## src/rtl/wcq_pkg.sv

```systemverilog
package wcq_pkg;
    typedef enum logic {
        ST_IDLE = 1'b0,
        ST_OPEN = 1'b1
    } wcq_state_t;

    localparam int STB_CE  = 0;
    localparam int STB_WE  = 1;
    localparam int STB_OE  = 2;
    localparam int STB_NUM = 3;
endpackage

```

## src/rtl/wcq_strobe_filter.sv

```systemverilog
module wcq_strobe_filter #(
    parameter int GLITCH_CYCLES = 4
) (
    input  logic clk,
    input  logic rst_n,
    input  logic strobe_raw,
    output logic strobe_filt
);
    localparam int CW = (GLITCH_CYCLES > 1) ? $clog2(GLITCH_CYCLES) : 1;
    localparam logic [CW-1:0] LAST = CW'(GLITCH_CYCLES - 1);

    typedef struct packed {
        logic          s1;
        logic          s2;
        logic          filt;
        logic [CW-1:0] cnt;
    } flt_t;

    flt_t flt_d, flt_q;

    always_comb begin
        flt_d    = flt_q;
        flt_d.s1 = strobe_raw;
        flt_d.s2 = flt_q.s1;
        if (flt_q.s2 == flt_q.filt) begin
            flt_d.cnt = '0;
        end else if (flt_q.cnt == LAST) begin
            flt_d.filt = flt_q.s2;
            flt_d.cnt  = '0;
        end else begin
            flt_d.cnt = flt_q.cnt + 1'b1;
        end
    end

    always_ff @(posedge clk or negedge rst_n) begin
        if (!rst_n) begin
            flt_q <= '{s1: 1'b1, s2: 1'b1, filt: 1'b1, cnt: '0};
        end else begin
            flt_q <= flt_d;
        end
    end

    assign strobe_filt = flt_q.filt;

    // The filtered level only ever moves to the value the synchroniser held
    p_filt_follows_sync_r2: assert property (@(posedge clk) disable iff (!rst_n)
        (flt_q.filt != $past(flt_q.filt)) |-> (flt_q.filt == $past(flt_q.s2)));

    // A flip requires at least one earlier cycle of disagreement
    p_filt_needs_mismatch_r2: assert property (@(posedge clk) disable iff (!rst_n)
        (flt_q.filt != $past(flt_q.filt)) |-> ($past(flt_q.s2) != $past(flt_q.filt)));
endmodule

```

## src/rtl/wcq_write_fsm.sv

```systemverilog
module wcq_write_fsm
    import wcq_pkg::*;
#(
    parameter int AW = 20,
    parameter int DW = 16
) (
    input  logic          clk,
    input  logic          rst_n,
    input  logic          ce_f,
    input  logic          we_f,
    input  logic          oe_f,
    input  logic          lockout,
    input  logic          power_up_done,
    input  logic [AW-1:0] addr_in,
    input  logic [DW-1:0] data_in,
    output logic          wr_valid,
    output logic [AW-1:0] wr_addr,
    output logic [DW-1:0] wr_data,
    output logic          cmd_reset
);
    typedef struct packed {
        wcq_state_t    state;
        logic          open_prev;
        logic          we_seen;
        logic          ce_seen;
        logic [AW-1:0] alat;
        logic          valid;
        logic [AW-1:0] waddr;
        logic [DW-1:0] wdata;
        logic          creq;
    } fsm_t;

    fsm_t st_d, st_q;
    logic win_open;
    logic pu_ok;
    logic win_start;

    always_comb begin
        win_open  = !ce_f && !we_f && oe_f;
        pu_ok     = st_q.we_seen && st_q.ce_seen && power_up_done;
        win_start = win_open && !st_q.open_prev && pu_ok && !lockout;

        st_d           = st_q;
        st_d.open_prev = win_open;
        st_d.valid     = 1'b0;
        st_d.creq      = lockout;

        if (!power_up_done) begin
            st_d.we_seen = 1'b0;
            st_d.ce_seen = 1'b0;
        end else begin
            st_d.we_seen = st_q.we_seen || we_f;
            st_d.ce_seen = st_q.ce_seen || ce_f;
        end

        unique case (st_q.state)
            ST_IDLE: begin
                if (win_start) begin
                    st_d.state = ST_OPEN;
                    st_d.alat  = addr_in;
                end
            end
            ST_OPEN: begin
                if (lockout || !power_up_done || !oe_f) begin
                    st_d.state = ST_IDLE;
                end else if (ce_f || we_f) begin
                    st_d.state = ST_IDLE;
                    st_d.valid = 1'b1;
                    st_d.waddr = st_q.alat;
                    st_d.wdata = data_in;
                end
            end
            default: st_d.state = ST_IDLE;
        endcase
    end

    always_ff @(posedge clk or negedge rst_n) begin
        if (!rst_n) begin
            st_q <= '{state: ST_IDLE, open_prev: 1'b0, we_seen: 1'b0,
                      ce_seen: 1'b0, alat: '0, valid: 1'b0, waddr: '0,
                      wdata: '0, creq: 1'b0};
        end else begin
            st_q <= st_d;
        end
    end

    assign wr_valid  = st_q.valid;
    assign wr_addr   = st_q.waddr;
    assign wr_data   = st_q.wdata;
    assign cmd_reset = st_q.creq;

    p_pulse_single_r11: assert property (@(posedge clk) disable iff (!rst_n)
        wr_valid |=> !wr_valid);

    p_pulse_from_open_r3: assert property (@(posedge clk) disable iff (!rst_n)
        wr_valid |-> $past(st_q.state == ST_OPEN));

    p_addr_held_r4: assert property (@(posedge clk) disable iff (!rst_n)
        (st_q.state == ST_OPEN && $past(st_q.state == ST_OPEN)) |-> $stable(st_q.alat));

    p_oe_abort_r6: assert property (@(posedge clk) disable iff (!rst_n)
        (st_q.state == ST_OPEN && !oe_f) |=> !wr_valid);

    p_lockout_blocks_r7: assert property (@(posedge clk) disable iff (!rst_n)
        lockout |=> !wr_valid);

    p_reset_req_r8: assert property (@(posedge clk) disable iff (!rst_n)
        $rose(lockout) |=> cmd_reset);

    p_powerup_blocks_r9: assert property (@(posedge clk) disable iff (!rst_n)
        !power_up_done |=> (!wr_valid && st_q.state == ST_IDLE));

    p_outputs_hold_r11: assert property (@(posedge clk) disable iff (!rst_n)
        !wr_valid |-> ($stable(wr_addr) && $stable(wr_data)));
endmodule

```

## src/rtl/wr_cycle_qualifier.sv

```systemverilog
module wr_cycle_qualifier
    import wcq_pkg::*;
#(
    parameter int AW            = 20,
    parameter int DW            = 16,
    parameter int GLITCH_CYCLES = 4
) (
    input  logic          clk,
    input  logic          rst_n,
    input  logic          ce_n,
    input  logic          we_n,
    input  logic          oe_n,
    input  logic [AW-1:0] addr_in,
    input  logic [DW-1:0] data_in,
    input  logic          lockout,
    input  logic          power_up_done,
    output logic          wr_valid,
    output logic [AW-1:0] wr_addr,
    output logic [DW-1:0] wr_data,
    output logic          cmd_reset
);
    logic [STB_NUM-1:0] stb_raw;
    logic [STB_NUM-1:0] stb_filt;

    always_comb begin
        stb_raw         = '1;
        stb_raw[STB_CE] = ce_n;
        stb_raw[STB_WE] = we_n;
        stb_raw[STB_OE] = oe_n;
    end

    for (genvar g = 0; g < STB_NUM; g++) begin : g_filt
        wcq_strobe_filter #(
            .GLITCH_CYCLES(GLITCH_CYCLES)
        ) i_filt (
            .clk        (clk),
            .rst_n      (rst_n),
            .strobe_raw (stb_raw[g]),
            .strobe_filt(stb_filt[g])
        );
    end

    wcq_write_fsm #(
        .AW(AW),
        .DW(DW)
    ) i_fsm (
        .clk          (clk),
        .rst_n        (rst_n),
        .ce_f         (stb_filt[STB_CE]),
        .we_f         (stb_filt[STB_WE]),
        .oe_f         (stb_filt[STB_OE]),
        .lockout      (lockout),
        .power_up_done(power_up_done),
        .addr_in      (addr_in),
        .data_in      (data_in),
        .wr_valid     (wr_valid),
        .wr_addr      (wr_addr),
        .wr_data      (wr_data),
        .cmd_reset    (cmd_reset)
    );
endmodule

```

## config.mk

```make
export PLATFORM = sky130hd
export DESIGN_NAME = wr_cycle_qualifier
export DESIGN_NICKNAME = d
export VERILOG_FILES = /design/src/rtl/wcq_pkg.sv /design/src/rtl/wcq_strobe_filter.sv /design/src/rtl/wcq_write_fsm.sv /design/src/rtl/wr_cycle_qualifier.sv
export SDC_FILE = /design/constraint.sdc
export NUM_CORES = 1
export LEC_CHECK = 0
export BUFFER_PORTS_ARGS = -buffer_cell sky130_fd_sc_hd__buf_4
export CORE_MARGIN = 2
export CORE_UTILIZATION = 35
export DETAILED_ROUTE_END_ITERATION = 12
export PLACE_DENSITY_LB_ADDON = 0.12
export REMOVE_ABC_BUFFERS = 1
export SYNTH_ARGS = -nofsm -noshare
export SYNTH_HDL_FRONTEND = slang
export SYNTH_SLANG_ARGS = --single-unit
```

## constraint.sdc

```tcl
create_clock -name clk -period 3.7 [get_ports clk]
set_input_delay 0.74 -clock clk [delete_from_list [all_inputs] [get_ports clk]]
set_output_delay 0.74 -clock clk [all_outputs]
set_load 0.05 [all_outputs]
```

Word-level counts from Yosys, hierarchy flattened
Index checks and enable logic that the tools add are counted.
{"block": "word_totals", "reg_bits": 77, "latch_bits": 0, "mem_bits_rw": 0, "romBits": 0, "inputBits": 43, "wordCells": 72, "n_memories": 0}
{"block": "op_classes", "n_addsub": 3, "mul": 0, "div_mod_pow": 0, "magnitude_cmp": 0, "eq_ne": 6, "shifts": 0, "mux": 14, "n_bitwise": 5, "reduce_logical": 23}
{"operator": "two-way mux 37 bit", "n": 3}
{"operator": "two-way mux 2 bit", "n": 7}
{"operator": "AND reduction 2 bit", "n": 4}
{"operator": "logical AND 1 bit", "n": 7}
{"operator": "adder 2 x 1 -> 2 bit (second input constant)", "n": 3}
{"operator": "equality test 2 bit (second input constant)", "n": 3}
{"operator": "zero test 1 bit", "n": 6}
{"operator": "logical OR 1 bit", "n": 5}
{"operator": "inverter 1 bit", "n": 5}
{"operator": "equality test 1 bit", "n": 3}
{"operator": "two-way mux 1 bit", "n": 3}
{"operator": "AND reduction 3 bit", "n": 1}
{"operator": "case mux 1 bit (2 select lines)", "n": 1}

Depth between registers and ports, before layout
Gate-level depths: netlist (run 1).
{"block": "depth", "ltp_word": 8, "ltp_mapped": 5, "ltp_nobuf": 3}

By module
From an unflattened synthesis (run 1), not the netlist that was laid out.
{"block": "hier_totals", "cells_unflattened": 198, "area_unflattened_um2": 3348.2}
{"mod": "wcq_write_fsm", "instances": 1, "cells_each": 168, "area_each_um2": 2815.2, "seq_area_each_um2": 1551.5}
{"mod": "wcq_strobe_filter", "instances": 3, "cells_each": 10, "area_each_um2": 177.7, "seq_area_each_um2": 128.9}

Least setup slack after synthesis (run 1)
OpenSTA, ideal clock, no wires.
{"block": "synth_path", "path_kind": "input to register", "startpoint": "input port lockout", "endpoint": "register i_fsm.st_q, in the netlist i_fsm.wr_addr[0]", "setup_ns": 0.125, "arrival_ns": 1.715, "required_ns": 3.575, "slack_ns": 1.860, "cell_stages": 5, "n_path_buf": 2, "path_cell_list": "and3b_1 -> and3b_1 -> buf_6 -> buf_12 -> mux2_4"}
{"block": "synth_between", "elab_chain_cells": 4}
{"element": "start: declaration", "line_no": "wr_cycle_qualifier.sv:15", "rtl": "input logic lockout,"}
{"element": "logical OR 1 bit (2 in series)", "line_no": "wcq_write_fsm.sv:64", "rtl": "if (lockout || !power_up_done || !oe_f) begin"}
{"element": "inverter 1 bit (no source line)"}
{"element": "AND reduction 3 bit (no source line)"}
{"element": "end signal: assignment", "line_no": "wcq_write_fsm.sv:79", "rtl": "st_q <= '{state: ST_IDLE, open_prev: 1'b0, we_seen: 1'b0,"}
{"element": "end signal: assignment", "line_no": "wcq_write_fsm.sv:83", "rtl": "st_q <= st_d;"}
{"element": "end: declaration", "line_no": "wcq_write_fsm.sv:33", "rtl": "fsm_t st_d, st_q;"}
Every way passes these cells.
A chain may end at the register's enable or synchronous reset.

Worst setup path after layout (run 1)
{"block": "layout_path", "startpoint": "register g_filt[2].i_filt.flt_q, in the netlist g_filt[2].i_filt.strobe_filt", "endpoint": "register i_fsm.st_q, in the netlist i_fsm.wr_data[15]"}
{"block": "layout_between", "elab_chain_cells": 4}
{"element": "start: declaration", "line_no": "wcq_strobe_filter.sv:19", "rtl": "flt_t flt_d, flt_q;"}
{"element": "start signal: assignment", "line_no": "wcq_strobe_filter.sv:37", "rtl": "flt_q <= '{s1: 1'b1, s2: 1'b1, filt: 1'b1, cnt: '0};"}
{"element": "start signal: assignment", "line_no": "wcq_strobe_filter.sv:39", "rtl": "flt_q <= flt_d;"}
{"element": "zero test 1 bit", "line_no": "wcq_write_fsm.sv:64"}
{"element": "logical OR 1 bit", "line_no": "wcq_write_fsm.sv:64"}
{"element": "inverter 1 bit (no source line)"}
{"element": "AND reduction 3 bit (no source line)"}
Every way passes these cells.

==> results.txt, run 1 <==
later-pin clock latency in the skew report -> 0.34 ns
kind of critical path -> reg2reg
Setup Fix Bufs, Post-CTS -> 0
clock sink count -> 77
leakage power figure -> 0.00200 uW
largest fanout on the critical path -> 24
Inst Count DP -> 351
number of antenna violations at the first check in global routing -> 0
launching element type of the critical path -> register
combinational power share -> 0.124
outcome -> complete, no violations
sum of negative setup slack -> 0 ns
clock root buffer -> clkbuf_8
maximum number of buffers from clock root to sink -> 2
P_int -> 1450 uW
TritonCTS clock tree -> yes
Hold/Removal Path Class -> reg2reg
kind of capture point of the worst setup path -> register
Die Wd -> 100 um
number of buffers created by CTS -> 9
final hold violations -> 0
max-cap violations -> 0
wire length per cell after detailed routing -> 15.0 um
FFs w/ async S/R, synth -> 1.00
most common flop cell mapped by yosys -> dfrtp_1
worst-margin pin slew -> 0.958 ns
register bit total from synthesis -> 77
total number of nets in the final design -> 297
sequential share of power -> 0.543
core footprint -> 9110 um2
fill cell count -> 879
Gate Count Post-Synth -> 199
DRC violations left -> 0
final worst-path cycle share -> 0.593
overall die area -> 10000 um2
Achievable Freq -> 456 MHz
required time reported for the critical path endpoint -> 3.93 ns
synth unique cells -> 21
Power, Total -> 1910 uW
total gr overflow -> 0
Slew Limit Headroom -> 0.361
Worst EP arrival -> 2.42 ns
Clock Skew -> 0.00811 ns
number of nets with antenna violations after routing -> 0
effective utilization at floorplan -> 0.355
Top-Level Pins -> 81
detailed-route via count -> 1596
Vert. Die Dim -> 100 um
vias in the first global route -> 1780
top area cells in the synthesized netlist -> dfrtp_1, mux2_4, mux2_2, buf_4, dfstp_2
warning count from the yosys run -> 0
Avg Vias per Cell -> 4.36
most numerous cell types in the synthesized netlist -> dfrtp_1, buf_4, mux2_2
part of the total power dissipated in the clock network -> 0.334
largest net degree at the start of global routing -> 78
setup repair after global routing missed its margin -> false
number of non-filler instances in the completed layout -> 366
final weighted congestion in routability-driven placement -> 0.664
clock-pin transition on the worst setup and hold timing paths -> 0.08 ns
number of H-tree branching levels -> 3
Max rail drop VDD -> 184 uV
post-synthesis instance area -> 3240 um2
Diodes inserted -> 0
Period minus WS final -> 2.19 ns
relative area change from synthesis to final layout -> 18.9%
total of endpoints with negative setup slack in the final report -> 0
area share of the largest cell type after synthesis -> 0.526
post-synthesis average cell area -> 16.3 um2
fraction of layout cells with a size suffix above 1 -> 0.663
number of hold buffers added after cts -> 0
Resized Gates After CTS -> 0
sequential fraction of the synthesis area -> 0.599
switching power share of the total -> 0.238
drt first-iter violations -> 19
cell taking the most area after synthesis -> dfrtp_1
most frequent cell after synthesis -> dfrtp_1
number of standard-cell rows in the floorplan -> 35
DR pass1 iterations -> 4
Power per Cell Area -> 495 nW/um2
switching power total -> 454 uW
PortBufs -> 80
total wire length -> 5510 um
max-slew violation count -> 0
half-perimeter wire length after detailed placement -> 3620 um
Post-synth EDFFs -> 0
total routing resource utilization after global routing -> 0.121
wire length of the first global-routing pass -> 8960 um
through the flow:
stage | hold slack [ns] | setup slack (ns) | utilization | area, um2
2_1_floorplan | 0.345 | 0.855 | - | 2890
3_3_place_gp | 0.352 | 1.11 | 0.401 | 3650
3_5_place_dp | 0.348 | 1.11 | 0.401 | 3650
4_1_cts | 0.362 | 1.46 | 0.422 | 3850
5_1_grt | 0.362 | 1.36 | 0.422 | 3850
6_report | 0.360 | 1.51 | 0.422 | 3850
area by class of cell:
cell class              count  area (um2)  share of cell area
well taps                 111         139              0.0361
flip-flops and latches     77        1940               0.504
clock buffers              11         151              0.0393
repair buffers             83         623               0.162
clock inverters             4        47.5              0.0124
multi-input cells          80         948               0.247
cells by family after synthesis:
group | after synthesis | share of synthesized area
flip-flops | 77 | 0.599
AO/OA/AOI/OAI | 3 | 0.00773
multiplexers | 59 | 0.239
XOR/XNOR | 3 | 0.00812
AND/OR/NAND/NOR | 12 | 0.0263
buffers and inverters | 42 | 0.109
adder cells (fa/ha/maj) | 3 | 0.0116
per-layer routing:
metal / wire length, um / share of wire / global-route usage / vias to the layer above
met4: 110 / 0.020 / 0.0569 / 0
met3: 293 / 0.053 / 0.0467 / 12
met2: 2740 / 0.50 / 0.193 / 37
li1: - / - / - / 736
met5: 0 / 0 / 0 / -
met1: 2360 / 0.43 / 0.143 / 811
final timing paths:
| kind | from | endpoint | slack [ns] | depth (start not counted) |
|---|---|---|---|---|
| max | g_filt[2].i_filt.strobe_filt$_DFFE_PN1P_ | i_fsm.wr_data[15]$_DFFE_PN0P_ | 1.51 | 4 |
| min | g_filt[0].i_filt.flt_d[3]$_DFF_PN1_ | g_filt[0].i_filt.flt_q[3]$_DFF_PN1_ | 0.36 | 0 |
| max reg2reg | g_filt[2].i_filt.strobe_filt$_DFFE_PN1P_ | i_fsm.wr_data[15]$_DFFE_PN0P_ | 1.51 | 4 |
| min reg2reg | g_filt[0].i_filt.flt_d[3]$_DFF_PN1_ | g_filt[0].i_filt.flt_q[3]$_DFF_PN1_ | 0.36 | 0 |
| max in group asynchronous | rst_n | i_fsm.wr_addr[19]$_DFFE_PN0P_ | 2.55 | 1 |
| min in group asynchronous | rst_n | i_fsm.wr_data[6]$_DFFE_PN0P_ | 0.56 | 1 |
critical path, cell delays in order (launching register included):
cell and delay, ns:
dfstp_2 0.56, and3b_1 0.20, and3b_2 0.67, buf_4 0.33
mux2_4 0.31
state kept, by name, summed over array words and instances, names as in the netlist:
signal                     flops
g_filt.i_filt.flt_d            3
g_filt.i_filt.flt_q            9
g_filt.i_filt.strobe_filt      3
i_fsm.cmd_reset                1
i_fsm.st_q                    24
i_fsm.wr_addr                 20
i_fsm.wr_data                 16
i_fsm.wr_valid                 1
placed cells by master (no fill, tap or decap), drive strengths merged, types with 2 or more instances in the layout:
cell | Yosys | layout
clkbuf | 0 | 11
o21a | 2 | 2
buf | 42 | 83
and3b | 3 | 3
xnor2 | 2 | 2
nor2b | 2 | 2
ha | 3 | 3
clkinv | 0 | 2
and2 | 2 | 2
mux2 | 59 | 59
dfrtp | 68 | 68
nor3 | 2 | 2
dfstp | 9 | 9
power groups by stage:
| stage | Combinational (uW) | Sequential, uW | Clock, uW |
|---|---|---|---|
| floorplan | 144 | 1050 | 0 |
| global placement | 235 | 1050 | 0 |
| detailed placement | 241 | 1050 | 0 |
| CTS | 242 | 1040 | 671 |
| global route | 271 | 1050 | 709 |
| finish | 236 | 1030 | 636 |
Power figures use the tool's default switching activity.
==> run 2: changes to the inputs <==
==> constraint.sdc (replaced) <==
create_clock -name clk -period 2.2 [get_ports clk]
set_input_delay 0.44 -clock clk [delete_from_list [all_inputs] [get_ports clk]]
set_output_delay 0.44 -clock clk [all_outputs]
set_load 0.05 [all_outputs]
==> results.txt, run 2 (synthesized netlist as in run 1, its figures left out) <==
kind of capture point of the worst setup path -> register
total gr overflow -> 0 (unchanged)
most frequent standard cell in the layout excluding fill and tap cells -> buf_4
clock sink count -> 77 (unchanged)
Avg Vias per Cell -> 4.38 (+0.49%)
switching power share of the total -> 0.228 (-0.0104)
Max rail drop VDD -> 399 uV (+120%)
Die Wd -> 100 um (unchanged)
vias in the first global route -> 1669 (-6.2%)
Vert. Die Dim -> 100 um (unchanged)
relative area change from synthesis to final layout -> 21.0%
wire length of the first global-routing pass -> 8490 um (-5.2%)
later-pin clock latency in the skew report -> 0.34 ns (about the same)
fill cell count -> 851 (-3.2%)
number of buffers created by CTS -> 9 (unchanged)
PortBufs -> 80 (unchanged)
half-perimeter wire length after detailed placement -> 3540 um (-2.2%)
core footprint -> 9110 um2 (unchanged)
number of H-tree branching levels -> 3 (unchanged)
min-delay src -> ce_n
Period minus WS final -> 1.75 ns (-0.443 ns)
total wire length -> 5340 um (-3.1%)
terminating pin of the worst hold path -> g_filt[0].i_filt.flt_d[3]$_DFF_PN1_
leakage power figure -> 0.00202 uW (+1.2%)
DRC violations left -> 0 (unchanged)
Setup Fix Bufs, Post-CTS -> 0 (unchanged)
setup repair after global routing missed its margin -> false
worst path setup slack after routing -> 0.449 ns (-1.06 ns)
wire length per cell after detailed routing -> 14.5 um (-3.9%)
largest register by flop count -> i_fsm.st_q
number of hold buffers added after cts -> 1 (+1)
commonest cells after routing, fill and taps aside -> buf_4, dfrtp_1, mux2_2
endpoint of the worst register-to-register path -> i_fsm.wr_data[0]$_DFFE_PN0P_
Clock Skew -> 0.00633 ns (-0.00179 ns)
worst slack at placement -> 0.395 ns (-0.720 ns)
Hold/Removal Path Class -> in2reg
Top-Level Pins -> 81 (unchanged)
number of nets with antenna violations after routing -> 0 (unchanged)
combinational power share -> 0.121 (-0.003)
switching power total -> 760 uW (+67%)
maximum number of buffers from clock root to sink -> 2 (unchanged)
clock root buffer -> clkbuf_8
outcome -> complete, no violations
cell area after layout -> 3920 um2 (+1.8%)
clock-pin transition on the worst setup and hold timing paths -> 0.08 ns (about the same)
P_int -> 2570 uW (+77%)
R2R cell count -> 4 (unchanged)
max-slew violation count -> 0 (unchanged)
kind of critical path -> reg2reg
final hold violations -> 0 (unchanged)
critical register-to-register path startpoint -> g_filt[2].i_filt.strobe_filt$_DFFE_PN1P_
overall die area -> 10000 um2 (unchanged)
largest fanout on the critical path -> 37 (+54%)
number of antenna violations at the first check in global routing -> 0 (unchanged)
worst-margin pin slew -> 0.330 ns (-0.628 ns)
number of non-filler instances in the completed layout -> 369 (+0.82%)
Resized Gates After CTS -> 0 (unchanged)
launching element type of the critical path -> register
detailed-route via count -> 1617 (+1.3%)
sequential share of power -> 0.520 (-0.023)
TritonCTS clock tree -> yes
largest net degree at the start of global routing -> 38 (-51%)
Slew Limit Headroom -> 0.780 (+0.419)
Diodes inserted -> 0 (unchanged)
total routing resource utilization after global routing -> 0.114 (-0.00654)
Inst Count DP -> 352 (+0.28%)
total number of nets in the final design -> 299 (+0.67%)
final worst-path cycle share -> 0.796 (+0.203)
Worst EP arrival -> 1.98 ns (-0.44 ns)
number of standard-cell rows in the floorplan -> 35 (unchanged)
effective utilization at floorplan -> 0.355 (unchanged)
Worst Hold Depth -> 1 (+1)
final weighted congestion in routability-driven placement -> 0.642 (-3.4%)
Achievable Freq -> 571 MHz (+25%)
fraction of layout cells with a size suffix above 1 -> 0.655 (-0.00771)
max-cap violations -> 0 (unchanged)
part of the total power dissipated in the clock network -> 0.360 (+0.026)
R2R Setup Slk -> 0.45 ns (-1.06 ns)
DP Area -> 3680 um2 (+0.89%)
Power per Cell Area -> 851 nW/um2 (+72%)
required time reported for the critical path endpoint -> 2.43 ns (-1.50 ns)
total of endpoints with negative setup slack in the final report -> 0 (unchanged)
number of flip-flops in the largest register -> 24 (unchanged)
drt first-iter violations -> 21 (+2)
DR pass1 iterations -> 3 (-1)
==> run 2: changes by cell type in the layout (fill, tap and decap cells not counted) <==
cell / before / now
buf_12: 0 / 2
dlygate4sd3_1: 0 / 1
clkbuf_1: 0 / 2
clkinv_2: 2 / 0
buf_4: 83 / 82
bufinv_16: 1 / 2
==> run 2: stage by stage <==
step / utilization / hold WS (ns) / TNS, ns / total power (uW)
after CTS: 0.430 / 0.175 / 0 / 3400
after detailed placement: 0.404 / 0.347 / 0 / 2170
after global placement: 0.404 / 0.345 / 0 / 2160
after floorplan: - / 0.144 / -12.08 / 2010
final: 0.430 / 0.200 / 0 / 3330
after global routing: 0.430 / 0.167 / 0 / 3530
==> run 2: worst max-delay path, stage by stage, from the launching register on <==
cell	delay (ns)
dfstp_2	0.56
and3b_1	0.20
and3b_2	0.21
buf_12	0.28
mux2_2	0.38
==> run 2: per-layer routing <==
layer  GRT usage  wire [um]
met3      0.0474        266
met4      0.0474         66
met5           0          0
met2       0.176       2650
met1       0.141       2360
==> run 2: worst max-delay path by stage <==
stage	startpoint	endpoint	slack (ns)	cells past startpoint
after CTS	g_filt[2].i_filt.strobe_filt$_DFFE_PN1P_	i_fsm.wr_data[0]$_DFFE_PN0P_	0.43	4
after floorplan	g_filt[2].i_filt.strobe_filt$_DFFE_PN1P_	i_fsm.wr_data[0]$_DFFE_PN0P_	-0.40	3
after global routing	g_filt[2].i_filt.strobe_filt$_DFFE_PN1P_	i_fsm.wr_data[0]$_DFFE_PN0P_	0.37	4
after global placement	lockout	i_fsm.wr_data[1]$_DFFE_PN0P_	0.41	5
after detailed placement	lockout	i_fsm.wr_data[0]$_DFFE_PN0P_	0.40	5
final	g_filt[2].i_filt.strobe_filt$_DFFE_PN1P_	i_fsm.wr_data[0]$_DFFE_PN0P_	0.45	4
==> run 2: final cells by class <==
cell class	count	area, um2	area share
Timing Repair Buffer	85	666	0.170
Tap cell	111	139	0.0355
Sequential cell	77	1940	0.495
Clock buffer	13	159	0.0406
Clock inverter	3	67.6	0.0172
Multi-Input combinational cell	80	948	0.242
==> run 2: power groups by stage <==
| stage | combinational [uW] | clock, uW | sequential (uW) |
|---|---|---|---|
| after global routing | 452 | 1310 | 1760 |
| after floorplan | 242 | 0 | 1760 |
| after CTS | 413 | 1250 | 1740 |
| final | 403 | 1200 | 1730 |
| after global placement | 399 | 0 | 1760 |
| after detailed placement | 409 | 0 | 1760 |
==> run 3: changes to the inputs <==
==> constraint.sdc (replaced) <==
create_clock -name clk -period 1.6 [get_ports clk]
set_input_delay 0.32 -clock clk [delete_from_list [all_inputs] [get_ports clk]]
set_output_delay 0.32 -clock clk [all_outputs]
set_load 0.05 [all_outputs]
==> results.txt, run 3 (synthesized netlist as in run 1, its figures left out) <==
Slew Limit Headroom -> 0.815 (+0.0348)
drt first-iter violations -> 38 (+81%)
Inst Count DP -> 356 (+1.1%)
final hold violations -> 0 (unchanged)
most frequent standard cell in the layout excluding fill and tap cells -> buf_4
DR pass1 iterations -> 4 (+1)
half-perimeter wire length after detailed placement -> 3590 um (+1.6%)
worst path setup slack after routing -> -0.0502 ns (-0.499 ns)
Worst Hold Depth -> 1 (unchanged)
TritonCTS clock tree -> yes
number of H-tree branching levels -> 3 (unchanged)
later-pin clock latency in the skew report -> 0.35 ns (about the same)
final weighted congestion in routability-driven placement -> 0.641 (-0.16%)
largest fanout on the critical path -> 4 (-89%)
fill cell count -> 845 (-0.71%)
vias in the first global route -> 1764 (+5.7%)
setup repair after global routing missed its margin -> true
leakage power figure -> 0.00212 uW (+4.6%)
total of endpoints with negative setup slack in the final report -> 21 (+21)
clock sink count -> 77 (unchanged)
clock-pin transition on the worst setup and hold timing paths -> 0.07 ns (about the same)
cell area after layout -> 4090 um2 (+4.3%)
commonest cells after routing, fill and taps aside -> buf_4, dfrtp_1, mux2_4
wire length of the first global-routing pass -> 8940 um (+5.2%)
R2R Setup Slk -> -0.05 ns (-0.50 ns)
largest register by flop count -> i_fsm.st_q
detailed-route via count -> 1679 (+3.8%)
terminating pin of the worst hold path -> g_filt[1].i_filt.flt_d[3]$_DFF_PN1_
maximum number of buffers from clock root to sink -> 2 (unchanged)
number of standard-cell rows in the floorplan -> 35 (unchanged)
Period minus WS final -> 1.65 ns (-0.101 ns)
fraction of layout cells with a size suffix above 1 -> 0.668 (+0.0129)
wire length per cell after detailed routing -> 15.8 um (+9.0%)
violated checks -> negative setup slack
worst-margin pin slew -> 0.278 ns (-0.0522 ns)
final worst-path cycle share -> 1.03 (+0.236)
largest net degree at the start of global routing -> 42 (+11%)
endpoint of the worst register-to-register path -> i_fsm.wr_addr[13]$_DFFE_PN0P_
Power per Cell Area -> 1070 nW/um2 (+26%)
Power, Total -> 4380 uW (+31%)
effective utilization at floorplan -> 0.355 (unchanged)
clock root buffer -> clkbuf_8
launching element type of the critical path -> register
Top-Level Pins -> 81 (unchanged)
min-delay src -> we_n
number of buffers created by CTS -> 9 (unchanged)
number of flip-flops in the largest register -> 24 (unchanged)
Vert. Die Dim -> 100 um (unchanged)
number of non-filler instances in the completed layout -> 382 (+3.5%)
Avg Vias per Cell -> 4.40 (+0.30%)
relative area change from synthesis to final layout -> 26.2%
critical register-to-register path startpoint -> g_filt[2].i_filt.strobe_filt$_DFFE_PN1P_
Max rail drop VDD -> 418 uV (+4.8%)
DRC violations left -> 0 (unchanged)
R2R cell count -> 5 (+1)
PortBufs -> 80 (unchanged)
kind of critical path -> reg2reg
max-slew violation count -> 0 (unchanged)
DP Area -> 3740 um2 (+1.5%)
kind of capture point of the worst setup path -> register
Diodes inserted -> 0 (unchanged)
Worst EP arrival -> 1.88 ns (-0.10 ns)
total number of nets in the final design -> 312 (+4.3%)
required time reported for the critical path endpoint -> 1.83 ns (-0.60 ns)
number of antenna violations at the first check in global routing -> 0 (unchanged)
overall die area -> 10000 um2 (unchanged)
core footprint -> 9110 um2 (unchanged)
total gr overflow -> 0 (unchanged)
total wire length -> 6020 um (+13%)
Hold/Removal Path Class -> in2reg
Clock Skew -> 0.0114 ns (+0.00504 ns)
Die Wd -> 100 um (unchanged)
total routing resource utilization after global routing -> 0.120 (+0.00591)
outcome -> complete, but fails checks
max-cap violations -> 0 (unchanged)
number of nets with antenna violations after routing -> 0 (unchanged)
Achievable Freq -> 606 MHz (+6.1%)
## run 3: timing repair
item | 4_1_cts | 5_1_grt
endpoints found under the setup margin | 36 | 56
hold endpoints to repair | 13 | 0
hold buffers | 1 | 0
buffers inserted | 3 | 2
cloned | 1 | 4
resized for setup | 2 | 8
pin swaps | 0 | 1
## run 3: worst max path at each step
stage	start	to	depth (start not counted)
floorplan	g_filt[2].i_filt.strobe_filt$_DFFE_PN1P_	i_fsm.wr_data[0]$_DFFE_PN0P_	3
global placement	g_filt[2].i_filt.strobe_filt$_DFFE_PN1P_	i_fsm.wr_data[1]$_DFFE_PN0P_	4
detailed placement	g_filt[2].i_filt.strobe_filt$_DFFE_PN1P_	i_fsm.wr_data[2]$_DFFE_PN0P_	4
CTS	g_filt[2].i_filt.strobe_filt$_DFFE_PN1P_	i_fsm.wr_addr[16]$_DFFE_PN0P_	5
global route	g_filt[2].i_filt.strobe_filt$_DFFE_PN1P_	i_fsm.wr_addr[13]$_DFFE_PN0P_	5
finish	g_filt[2].i_filt.strobe_filt$_DFFE_PN1P_	i_fsm.wr_addr[13]$_DFFE_PN0P_	5
## run 3: metrics by stage
step / util / hold WS (ns) / setup WS [ns] / TNS (ns)
2_1_floorplan: - / 0.0244 / -0.997 / -40.79
3_3_place_gp: 0.410 / 0.228 / -0.00506 / -0.0243
3_5_place_dp: 0.410 / 0.223 / -0.0272 / -0.256
4_1_cts: 0.437 / 0.0608 / -0.0471 / -0.692
5_1_grt: 0.448 / 0.0543 / -0.0899 / -2.93
6_report: 0.448 / 0.0800 / -0.0502 / -0.517
## run 3: routing by layer
layer  global-route usage  routed length, um
met1                0.148               2620
met2                0.191               3020
met3               0.0515                309
met4               0.0379                 68
met5                    0                  0
## run 3: power by group
| group | internal [uW] | leakage (uW) | total, uW | switching (uW) |
|---|---|---|---|---|
| sequential | 2240 | 0.00103 | 2360 | 121 |
| combinational | 396 | 0.000995 | 656 | 260 |
| clock | 692 | 0.0000937 | 1370 | 675 |
| total | 3330 | 0.00212 | 4380 | 1060 |
## run 3: area by class of cell
type	instances	area [um2]	share of cell area
clock buffer	15	176	0.0432
clock inverter	1	5.00	0.00123
multi-input combinational	80	967	0.237
sequential	77	1940	0.474
tap	111	139	0.0340
timing repair buffer	98	860	0.210
## run 3: critical path, stage by stage (launching register included)
cell and delay (ns):
dfstp_2 0.53, and3b_1 0.17, and3b_2 0.26, buf_6 0.14, clkbuf_16 0.14, mux2_4 0.29
